<file path="config.mk">
export PLATFORM = sky130hd
export DESIGN_NAME = wdog_key_seq
export DESIGN_NICKNAME = d
export VERILOG_FILES = /design/src/rtl/wdk_pkg.sv /design/src/rtl/wdk_decode.sv /design/src/rtl/wdk_fsm.sv /design/src/rtl/wdk_trip.sv /design/src/rtl/wdog_key_seq.sv
export SDC_FILE = /design/constraint.sdc
export NUM_CORES = 1
export LEC_CHECK = 0
export BUFFER_PORTS_ARGS = -buffer_cell sky130_fd_sc_hd__clkbuf_2
export CAP_MARGIN = 15
export CORE_AREA = 2 2 39 41
export CTS_BUF_LIST = sky130_fd_sc_hd__clkbuf_4 sky130_fd_sc_hd__clkbuf_8 sky130_fd_sc_hd__clkbuf_16
export DETAILED_ROUTE_END_ITERATION = 8
export DIE_AREA = 0 0 41 43
export SLEW_MARGIN = 30
export SYNTH_ARGS = -nofsm -noshare
export SYNTH_HDL_FRONTEND = slang
export SYNTH_HIERARCHICAL = 1
export SYNTH_SLANG_ARGS = --single-unit
export TNS_END_PERCENT = 1
</file>
<file path="constraint.sdc">
create_clock -name clk -period 3.3 [get_ports clk]
set_input_delay 0.33 -clock clk [delete_from_list [all_inputs] [get_ports clk]]
set_output_delay 0.33 -clock clk [all_outputs]
set_load 0.1 [all_outputs]
</file>
<file path="src/rtl/wdk_pkg.sv">
// Package: shared phase encoding for the keyed watchdog sequencer.
// Assumes a 2-bit phase whose values are visible at the top-level port.
package wdk_pkg;
    typedef enum logic [1:0] {
        WD_IDLE = 2'd0,
        WD_PRE  = 2'd1,
        WD_LIVE = 2'd2,
        WD_HALF = 2'd3
    } wd_phase_e;
endpackage

</file>
<file path="src/rtl/wdk_decode.sv">
// Module: wdk_decode
// Classifies a control write by its key field and gates every event with
// the watchdog mode and the halted (reset requested) condition.
// Assumes the write word and the timeout flag are already synchronous.
module wdk_decode #(
    parameter int          DATA_W    = 32,
    parameter int          KEY_W     = 16,
    parameter int          KEY_LSB   = 16,
    parameter int          EN_BIT    = 14,
    parameter int          MODE_W    = 2,
    parameter int unsigned WDOG_MODE = 2,
    parameter logic [15:0] KEY_ARM   = 16'hA5C6,
    parameter logic [15:0] KEY_GO    = 16'hDA7E
) (
    input  logic              wr_en,
    input  logic [DATA_W-1:0] wr_data,
    input  logic [MODE_W-1:0] mode,
    input  logic              timeout,
    input  logic              halted,
    output logic              hit_arm,
    output logic              hit_go,
    output logic              hit_other,
    output logic              en_flag,
    output logic              tmo
);
    localparam int KEY_MSB = KEY_LSB + KEY_W - 1;

    logic             live;
    logic [KEY_W-1:0] key;

    // Purpose: decide whether the unit listens at all this cycle.
    always_comb begin
        live = (mode == MODE_W'(WDOG_MODE)) && !halted;
    end

    // Purpose: split the write into key classes and the enable flag.
    always_comb begin
        key       = wr_data[KEY_MSB:KEY_LSB];
        en_flag   = wr_data[EN_BIT];
        hit_arm   = live && wr_en && (key == KEY_W'(KEY_ARM));
        hit_go    = live && wr_en && (key == KEY_W'(KEY_GO));
        hit_other = live && wr_en && !(key == KEY_W'(KEY_ARM)) && !(key == KEY_W'(KEY_GO));
        tmo       = live && timeout;
    end
endmodule

</file>
<file path="src/rtl/wdk_fsm.sv">
// Module: wdk_fsm
// Phase sequencer: idle -> pre-active -> active, then alternating service
// halves. Flags a wrong key in the active phases and a completed service.
// Assumes the hit inputs are already gated by mode and halt.
module wdk_fsm
    import wdk_pkg::*;
(
    input  logic      clk,
    input  logic      rst_n,
    input  logic      hit_arm,
    input  logic      hit_go,
    input  logic      hit_other,
    input  logic      en_flag,
    output wd_phase_e phase,
    output logic      bad_key,
    output logic      svc_done,
    output logic      guarding
);
    wd_phase_e phase_nx;

    // Purpose: compute the next phase from the classified write.
    always_comb begin
        phase_nx = phase;
        case (phase)
            WD_IDLE: if (hit_arm && en_flag) phase_nx = WD_PRE;
            WD_PRE:  if (hit_go && en_flag)  phase_nx = WD_LIVE;
            WD_LIVE: if (hit_arm)            phase_nx = WD_HALF;
            WD_HALF: if (hit_go)             phase_nx = WD_LIVE;
            default: phase_nx = WD_IDLE;
        endcase
    end

    // Purpose: flag wrong keys and completed service sequences.
    always_comb begin
        guarding = (phase == WD_LIVE) || (phase == WD_HALF);
        bad_key  = ((phase == WD_LIVE) && (hit_go || hit_other)) ||
                   ((phase == WD_HALF) && hit_other);
        svc_done = (phase == WD_HALF) && hit_go;
    end

    // Purpose: hold the phase register.
    always_ff @(posedge clk) begin
        if (!rst_n) phase <= WD_IDLE;
        else        phase <= phase_nx;
    end
endmodule

</file>
<file path="src/rtl/wdk_trip.sv">
// Module: wdk_trip
// Holds the sticky reset request and registers the one-cycle counter clear.
// Assumes its event inputs are already gated by mode and halt.
module wdk_trip (
    input  logic clk,
    input  logic rst_n,
    input  logic bad_key,
    input  logic tmo,
    input  logic guarding,
    input  logic svc_done,
    output logic rst_req,
    output logic clr_pulse
);
    // Purpose: latch a reset request until system reset.
    always_ff @(posedge clk) begin
        if (!rst_n)                             rst_req <= 1'b0;
        else if (bad_key || (tmo && guarding))  rst_req <= 1'b1;
    end

    // Purpose: emit the counter clear one cycle after service completes.
    always_ff @(posedge clk) begin
        if (!rst_n) clr_pulse <= 1'b0;
        else        clr_pulse <= svc_done;
    end
endmodule

</file>
<file path="src/rtl/wdog_key_seq.sv">
// Module: wdog_key_seq (top)
// Keyed arming and service sequencer for a 64-bit watchdog timer. Every
// output is registered or decoded from registers and reacts one cycle
// after the write or timeout. Assumes a single control word write port.
module wdog_key_seq
    import wdk_pkg::*;
#(
    parameter int          DATA_W    = 32,
    parameter int          KEY_W     = 16,
    parameter int          KEY_LSB   = 16,
    parameter int          EN_BIT    = 14,
    parameter int          MODE_W    = 2,
    parameter int unsigned WDOG_MODE = 2,
    parameter logic [15:0] KEY_ARM   = 16'hA5C6,
    parameter logic [15:0] KEY_GO    = 16'hDA7E
) (
    input  logic              clk,
    input  logic              rst_n,
    input  logic [MODE_W-1:0] mode_sel,
    input  logic              ctl_we,
    input  logic [DATA_W-1:0] ctl_wdata,
    input  logic              cnt_timeout,
    output logic [1:0]        wd_phase,
    output logic              wd_en,
    output logic              cnt_clear,
    output logic              sys_rst_req
);
    logic      hit_arm, hit_go, hit_other, en_flag, tmo;
    logic      bad_key, svc_done, guarding;
    wd_phase_e phase;

    wdk_decode #(
        .DATA_W(DATA_W), .KEY_W(KEY_W), .KEY_LSB(KEY_LSB), .EN_BIT(EN_BIT),
        .MODE_W(MODE_W), .WDOG_MODE(WDOG_MODE),
        .KEY_ARM(KEY_ARM), .KEY_GO(KEY_GO)
    ) u_decode (
        .wr_en    (ctl_we),
        .wr_data  (ctl_wdata),
        .mode     (mode_sel),
        .timeout  (cnt_timeout),
        .halted   (sys_rst_req),
        .hit_arm  (hit_arm),
        .hit_go   (hit_go),
        .hit_other(hit_other),
        .en_flag  (en_flag),
        .tmo      (tmo)
    );

    wdk_fsm u_fsm (
        .clk      (clk),
        .rst_n    (rst_n),
        .hit_arm  (hit_arm),
        .hit_go   (hit_go),
        .hit_other(hit_other),
        .en_flag  (en_flag),
        .phase    (phase),
        .bad_key  (bad_key),
        .svc_done (svc_done),
        .guarding (guarding)
    );

    wdk_trip u_trip (
        .clk      (clk),
        .rst_n    (rst_n),
        .bad_key  (bad_key),
        .tmo      (tmo),
        .guarding (guarding),
        .svc_done (svc_done),
        .rst_req  (sys_rst_req),
        .clr_pulse(cnt_clear)
    );

    // Purpose: expose the phase and the held enable flag.
    always_comb begin
        wd_phase = phase;
        wd_en    = (phase != WD_IDLE);
    end
endmodule

</file>
==> flow_summary.yaml, run 1 <==
setup_path:
  cp-start-kind: "flop"
  cpMaxStageDelayCell: "dfxtp_1"
  r2r-start: "u_trip/rst_req"
  cpPeakStageDelay_ns: 0.45
  crit_required_ns: 2.97
  crit_fanout: 8
  endpoint_kind: "output port"
  crit_type: "reg -> out"
  path_cells: "or2_1, clkbuf_2"
  rrSetupSlack_ns: 1.94
  arrival_ns: 1.27
  crit_family: "flip-flops"
  r2r-end: "u_trip/rst_req"
  crit_buf_inv: 1
  r2r_cells: 7
floorplan:
  rows: 14
  die-area_sq_mm: 0.00176
  io_pins: 43
  die_y_microns: 43
  die_width_microns: 41
  core_sq_mm: 0.00138
  start_util_pct: 22.3
logic_synthesis:
  synth_area_sq_um: 309
  synth-seq-area-share_pct: 25.9
  synth_top_area_share_pct: 25.9
  synth.top_cells.by_area: "dfxtp_1 26%, nand4b_1 11%, nor2b_1 8.1%"
  ys_top_cells_by_count: "4 x dfxtp_1, 4 x nand4b_1, 4 x nor2b_1"
  synth-seq-cells: 4
  synth_nets: 73
  synth_top_area_cell: "dfxtp_1"
  synthFlopType: "dfxtp_1"
  synth_edf_count: 0
  synthCells: 35
  synth_warnings: 6
  postSynthAreaPerCell_sq_um: 8.83
  synthArstFlopShare_pct: 0
  synth_cell_types: 22
clock_network:
  htreeDepth: 1
  clkLatencyLatePin_ns: 0.23
  cts_tree: "yes"
  cts_made_buffers: 3
  cts_root_buf: "clkbuf_4"
  clk_pin_slew_worst_paths_ns: 0.04
  cts.sinks: 4
  post_cts_buffers: 0
  cts_max_path_buffers: 2
  cts-resized-gates: 0
  ctsHoldBuffers: 0
status:
  outcome: "complete, no violations"
sta:
  setup_viol: 0
  final.setup_skew_ns: 0.000534
  period_needed_ns: 1.60
  rsz0062_at_grt: "false"
  fin_setup_tns_ns: 0
  slew_headroom_pct: 64.2
  hold_viol: 0
  period_share_pct: 48.4
  max_freq_mhz: 626
  maxSlewViolCount: 0
  tightest_slew_ns: 0.540
  whs_ns: 0.347
hold_path:
  whs_endpoint: "u_trip/clr_pulse"
  hp-class: "in -> reg"
  min_from: "rst_n"
  min_path_cells: 2
drt:
  routed_via_density: 4.72
  num_vias: 373
  wl_per_cell_microns: 9.52
  drt_iter0_markers: 1
  dr.pass1.iters: 2
  drc: 0
  antenna_left: 0
  wirelength_microns: 752
power_and_ir_drop:
  power.density_mw_per_mm2: 269
  ir_drop_v: 0.000110
  power_leakage_nw: 0.238
final_layout:
  synthToLayoutAreaGrowth_pct: 53.8
  drive_above_1_share_pct: 50.8
  fin_area_sq_um: 475
  n_fill_cell: 156
  n_antenna_cell: 0
  fin_nets: 103
  fin_util_pct: 34.4
global_route:
  grt_max_degree: 9
  grt_pass1_wl_microns: 1150
  overflow: 0
  track_usage_pct: 9.21
  antenna_found_initial: 0
  first_global_vias: 323
placed_design:
  place_hpwl_microns: 686
  io_buffers: 27
  placed_cell_area_sq_um: 453
  place_congestion: 0.618
flow_run:
  drv_cap: 0
## worst max path at each step
stage	from	end	slack, ns	depth (start not counted)
floorplan	u_fsm/phase[1]	wd_en	1.14	1
global placement	ctl_wdata[26]	u_trip/rst_req	1.64	8
detailed placement	ctl_wdata[26]	u_trip/rst_req	1.62	8
CTS	u_fsm/phase[1]	wd_en	1.69	2
global route	u_fsm/phase[1]	wd_en	1.64	2
finish	u_fsm/phase[1]	wd_en	1.70	2
## metrics by stage
stage	setup WS (ns)	power [mW]	instances
final	1.70	0.128	79
after detailed placement	1.62	0.0706	76
after floorplan	1.14	0.0560	35
after global routing	1.64	0.134	79
after global placement	1.64	0.0698	76
after CTS	1.69	0.131	79
## area by class of cell
cell class	instances	area (sq um)	area share, %
multi-input cells	29	218	45.8
flip-flops and latches	4	80.1	16.8
repair buffers	27	135	28.4
clock buffers	3	22.5	4.74
well taps	16	20.0	4.21
## power breakdown
part	leakage (nW)	switching (mW)	internal, mW
Sequential	0.0322	0.0000000378	0.0486
Clock	0.0138	0.0179	0.0405
Combinational	0.192	0.00784	0.0131
Total	0.238	0.0258	0.102
## placed cells by master, fill, tap and decap left out, types with 2 or more instances in the layout
master | netlist | routed
clkbuf_2 | 0 | 27
nand4b_1 | 4 | 4
nor2b_1 | 4 | 4
dfxtp_1 | 4 | 4
clkbuf_4 | 0 | 3
nand2_1 | 2 | 2
a211oi_1 | 2 | 2
and2_1 | 2 | 2
o21a_1 | 2 | 2
## layer usage
layer	vias up	part of all wire [%]	global-route usage, %
met5	-	0	0
met4	0	0	4.00
met3	0	9.0	1.57
met2	17	49	15.6
met1	163	42	10.5
li1	193	-	-
## cell families (layout without fill, tap and decap cells)
logic type,after synthesis,in the layout,share of synthesized area (%)
AND/OR/NAND/NOR,22,22,53.0
AO/OA/AOI/OAI,7,7,17.4
flip-flops,4,4,25.9
buffers and inverters,2,30,3.64
## sequential cells by signal, summed over array words and instances, names as in the netlist
signal / cells
u_trip/clr_pulse: 1
u_fsm/phase: 2
u_trip/rst_req: 1
(Power assumes the default switching activity.)
==> run 2, diff against run 1 <==
--- a/config.mk
+++ b/config.mk
@@ -11,6 +11,7 @@
 export CTS_BUF_LIST = sky130_fd_sc_hd__clkbuf_4 sky130_fd_sc_hd__clkbuf_8 sky130_fd_sc_hd__clkbuf_16
 export DETAILED_ROUTE_END_ITERATION = 8
 export DIE_AREA = 0 0 41 43
+export PLACE_DENSITY = 0.66
 export SLEW_MARGIN = 30
 export SYNTH_ARGS = -nofsm -noshare
 export SYNTH_HDL_FRONTEND = slang
==> constraint.sdc (replaced) <==
create_clock -name clk -period 1.4 [get_ports clk]
set_input_delay 0.14 -clock clk [delete_from_list [all_inputs] [get_ports clk]]
set_output_delay 0.14 -clock clk [all_outputs]
set_load 0.1 [all_outputs]
==> run 2 against run 1 <==
Non-clock buffer count rose by 1. Design area rose by 3.4%. Cell count rose by 1.3%. Clock-buffer cell count did not move.
==> flow_summary.yaml, run 2 (same netlist as run 1, synthesis figures left out) <==
sta:
  tightest_slew_ns: 0.540
  maxSlewViolCount: 0
  rsz0062_at_grt: "false"
  max_freq_mhz: 770
  hold_viol: 0
  slew_headroom_pct: 64.2
  period_needed_ns: 1.30
  finalWorstSetupSlack_ns: 0.102
  final.setup_skew_ns: 0.00117
  setup_viol: 0
  period_share_pct: 92.7
placed_design:
  placed_cells: 77
  place_congestion: 0.631
  placed_cell_area_sq_um: 464
  io_buffers: 27
  post-place-ws_ns: 0.0100
setup_path:
  crit_fanout: 8
  crit_required_ns: 1.26
  crit_buf_inv: 1
  arrival_ns: 1.16
  crit_family: "flip-flops"
  r2r_cells: 7
  cpMaxStageDelayCell: "dfxtp_2"
  cpPeakStageDelay_ns: 0.34
  crit_type: "reg -> out"
  endpoint_kind: "output port"
  cp-start-kind: "flop"
  worst-path-stages: 2
  path_cells: "or2_2, buf_2"
drt:
  drt_iter0_markers: 0
  wl_per_cell_microns: 9.23
  dr.pass1.iters: 1
  antenna_left: 0
  routed_via_density: 4.71
  num_vias: 377
  wirelength_microns: 738
  drc: 0
floorplan:
  start_util_pct: 22.3
  die_y_microns: 43
  die_width_microns: 41
  io_pins: 43
  die-area_sq_mm: 0.00176
  rows: 14
  core_sq_mm: 0.00138
power_and_ir_drop:
  power_leakage_nw: 0.250
  ir_drop_v: 0.000138
  sw_frac_of_total_pct: 21.0
  power.density_mw_per_mm2: 623
  p_int_uw: 242
  seqPwrFrac_pct: 37.4
  clkPwrFrac_pct: 46.3
  power_frac_comb_pct: 16.3
  power.switching_uw: 64.3
clock_network:
  clkLatencyLatePin_ns: 0.23
  clk_pin_slew_worst_paths_ns: 0.04
  cts-resized-gates: 0
  htreeDepth: 1
  cts.sinks: 4
  cts_root_buf: "clkbuf_4"
  ctsHoldBuffers: 0
  cts_tree: "yes"
  post_cts_buffers: 0
  cts_made_buffers: 3
  cts_max_path_buffers: 2
global_route:
  track_usage_pct: 10.1
  first_global_vias: 344
  grt_max_degree: 9
  grt_pass1_wl_microns: 1240
  overflow: 0
  antenna_found_initial: 0
hold_path:
  min_path_cells: 2
  hp-class: "in -> reg"
final_layout:
  final_common_cell: "clkbuf_2"
  regMostFlops: "u_fsm/phase"
  fin_area_sq_um: 492
  biggestRegsByFlops: "u_fsm/phase x2, u_trip/clr_pulse x1, u_trip/rst_req x1"
  largest_reg_flops: 2
  n_antenna_cell: 0
  fin_util_pct: 35.5
  drive_above_1_share_pct: 59.4
  mostFrequentLayoutCells: "26 x clkbuf_2, 4 x nand4b_1, 4 x nor2b_1"
  synthToLayoutAreaGrowth_pct: 59.1
  stdcell_count: 80
  fin_nets: 104
flow_run:
  drv_cap: 0
status:
  outcome: "complete, no violations"
==> run 2: cell count changes in the layout (fill, tap and decap cells not counted) <==
| cell | previous run | this run |
|---|---|---|
| buf_4 | 0 | 1 |
| buf_2 | 0 | 1 |
| dfxtp_1 | 4 | 1 |
| nor3b_2 | 0 | 1 |
| dfxtp_2 | 0 | 3 |
| or2_1 | 1 | 0 |
| clkbuf_2 | 27 | 26 |
| or2_2 | 0 | 1 |
| nor3b_1 | 1 | 0 |
==> run 2: worst reg2reg max path, stage by stage (launching register included) <==
cell and delay [ns]:
dfxtp_2 0.33, nor3b_2 0.05, nand2_1 0.10, nor2b_1 0.06
nor2b_1 0.12, o21a_1 0.16, a211oi_1 0.21, nor2b_1 0.07
==> run 2: layout make-up <==
cell class | count | area, sq um
fillers | 159 | 892
multi-input cells | 29 | 223
repair buffers | 28 | 143
flip-flops and latches | 4 | 83.8
clock buffers | 3 | 22.5
well taps | 16 | 20.0
==> run 2: metal layers <==
layer | vias up | wire, microns | track usage [%] | part of all wire (%)
met5 | - | 0 | 0 | 0
met4 | 0 | 12 | 8.00 | 1.6
met3 | 2 | 76 | 1.57 | 10
met2 | 15 | 351 | 15.9 | 48
met1 | 164 | 297 | 11.1 | 40
li1 | 196 | - | - | -
==> run 2: stage by stage <==
stage / setup TNS (ns) / hold WS (ns) / power [mW]
2_1_floorplan: -0.244 / 0.262 / 0.132
3_3_place_gp: 0 / 0.398 / 0.165
3_5_place_dp: 0 / 0.406 / 0.166
4_1_cts: 0 / 0.158 / 0.312
5_1_grt: 0 / 0.171 / 0.322
6_report: 0 / 0.160 / 0.306
==> run 2: final timing paths <==
kind | start | slack (ns) | to
setup / recovery | u_fsm/phase[1] | 0.10 | wd_en
hold / removal | rst_n | 0.16 | u_fsm/phase[0]
setup reg to reg | u_trip/rst_req | 0.18 | u_trip/rst_req
hold reg to reg | u_trip/rst_req | 0.51 | u_trip/rst_req
==> run 2: power groups by stage <==
| stage | sequential (mW) | clock [mW] | combinational (mW) |
|---|---|---|---|
| after floorplan | 0.116 | 0 | 0.0156 |
| after global placement | 0.116 | 0 | 0.0483 |
| after detailed placement | 0.116 | 0 | 0.0494 |
| after CTS | 0.114 | 0.148 | 0.0499 |
| after global routing | 0.114 | 0.151 | 0.0563 |
| final | 0.114 | 0.142 | 0.0499 |
==> run 3, diff against run 2 <==
--- a/config.mk
+++ b/config.mk
@@ -11,7 +11,6 @@
 export CTS_BUF_LIST = sky130_fd_sc_hd__clkbuf_4 sky130_fd_sc_hd__clkbuf_8 sky130_fd_sc_hd__clkbuf_16
 export DETAILED_ROUTE_END_ITERATION = 8
 export DIE_AREA = 0 0 41 43
-export PLACE_DENSITY = 0.66
 export SLEW_MARGIN = 30
 export SYNTH_ARGS = -nofsm -noshare
 export SYNTH_HDL_FRONTEND = slang
==> constraint.sdc (replaced) <==
create_clock -name clk -period 1.5 [get_ports clk]
set_input_delay 0.15 -clock clk [delete_from_list [all_inputs] [get_ports clk]]
set_output_delay 0.15 -clock clk [all_outputs]
set_load 0.1 [all_outputs]
==> run 3 against run 2 <==
Register-to-register slack gained 0.07 ns. Worst hold slack better by 0.0056 ns. Critical path depth unchanged. Critical path type unchanged. Highest routed layer is now met3. Via count unchanged. Combinational power decreased by 8.4%. Clock power shrank 11%.
==> flow_summary.yaml, run 3 (same netlist as run 1, synthesis figures left out) <==
setup_path:
  crit_buf_inv: 1
  crit_fanout: 8
  crit_required_ns: 1.35
  crit_family: "buffers and inverters"
  cp-start-kind: "flop"
  crit_type: "reg -> out"
  path_cells: "or2_2, clkbuf_2"
  endpoint_kind: "output port"
  cpPeakStageDelay_ns: 0.37
  arrival_ns: 1.23
  cpMaxStageDelayCell: "clkbuf_2"
floorplan:
  io_pins: 43
  die-area_sq_mm: 0.00176
  start_util_pct: 22.3
  rows: 14
  die_y_microns: 43
  core_sq_mm: 0.00138
  die_width_microns: 41
drt:
  num_vias: 377
  dr.pass1.iters: 2
  drc: 0
  antenna_left: 0
  wl_per_cell_microns: 8.46
  wirelength_microns: 677
  drt_iter0_markers: 2
  routed_via_density: 4.71
placed_design:
  place_congestion: 0.618
  place_hpwl_microns: 629
  io_buffers: 27
  placed_cell_area_sq_um: 464
final_layout:
  fin_util_pct: 35.2
  n_fill_cell: 148
  fin_nets: 104
  final_common_cell: "clkbuf_2"
  drive_above_1_share_pct: 57.8
  mostFrequentLayoutCells: "27 x clkbuf_2, 4 x nand4b_1, 4 x nor2b_1"
  fin_area_sq_um: 487
  n_antenna_cell: 0
  largest_reg_flops: 2
  regMostFlops: "u_fsm/phase"
  synthToLayoutAreaGrowth_pct: 57.5
  biggestRegsByFlops: "u_fsm/phase x2, u_trip/clr_pulse x1, u_trip/rst_req x1"
sta:
  final.setup_skew_ns: 0.000817
  period_needed_ns: 1.38
  rsz0062_at_grt: "false"
  period_share_pct: 92.3
  hold_viol: 0
  maxSlewViolCount: 0
  slew_headroom_pct: 64.1
  tightest_slew_ns: 0.541
  max_freq_mhz: 722
  fin_setup_tns_ns: 0
  setup_viol: 0
  whs_ns: 0.165
global_route:
  antenna_found_initial: 0
  overflow: 0
  grt_max_degree: 9
  first_global_vias: 328
  track_usage_pct: 8.61
  grt_pass1_wl_microns: 1040
clock_network:
  clk_pin_slew_worst_paths_ns: 0.03
  clkLatencyLatePin_ns: 0.23
  htreeDepth: 1
  cts_max_path_buffers: 2
  ctsHoldBuffers: 0
  cts_root_buf: "clkbuf_4"
  cts_tree: "yes"
  cts.sinks: 4
  cts_made_buffers: 3
  cts-resized-gates: 0
  post_cts_buffers: 0
power_and_ir_drop:
  total_power_uw: 280
  ir_drop_v: 0.000183
  power_leakage_nw: 0.247
  power.density_mw_per_mm2: 575
status:
  outcome: "complete, no violations"
hold_path:
  hp-class: "in -> reg"
flow_run:
  drv_cap: 0
## run 3: report_power, final
| group | switching, mW | total [mW] | internal, mW |
|---|---|---|---|
| clock | 0.0383 | 0.127 | 0.0891 |
| sequential | 0.0000000843 | 0.107 | 0.107 |
| combinational | 0.0168 | 0.0457 | 0.0289 |
| total | 0.0551 | 0.280 | 0.225 |
## run 3: worst reg2reg max path, cell delays in order, from the launching register on
cell,delay (ns)
dfxtp_2,0.31
nor3b_1,0.20
nand2_1,0.12
nor2b_1,0.14
nor2b_1,0.14
o21a_1,0.12
a211oi_1,0.05
nor2b_1,0.10
## run 3: layout make-up
cell class | instances | area (sq um) | area share, %
multi-input cells | 29 | 218 | 44.7
repair buffers | 28 | 143 | 29.3
flip-flops and latches | 4 | 83.8 | 17.2
clock buffers | 3 | 22.5 | 4.63
well taps | 16 | 20.0 | 4.11
## run 3: worst paths after layout
path	start	to	slack [ns]	cells past startpoint
setup / recovery	u_fsm/phase[1]	wd_en	0.12	2
hold / removal	rst_n	u_trip/clr_pulse	0.17	2
setup reg to reg	u_trip/rst_req	u_trip/rst_req	0.25	7
hold reg to reg	u_trip/rst_req	u_trip/rst_req	0.50	2
## run 3: layer usage
layer,track usage (%),wire [microns],vias up
met5,0,0,-
met4,6.00,0,0
met3,1.57,58,0
met2,15.3,326,17
met1,7.96,292,165
li1,-,-,195
## run 3: per-stage QoR
stage	std cells	setup WS [ns]
after floorplan	35	-0.111
after global placement	77	0.0634
after detailed placement	77	0.0735
after CTS	80	0.0966
after global routing	80	0.0667
final	80	0.116
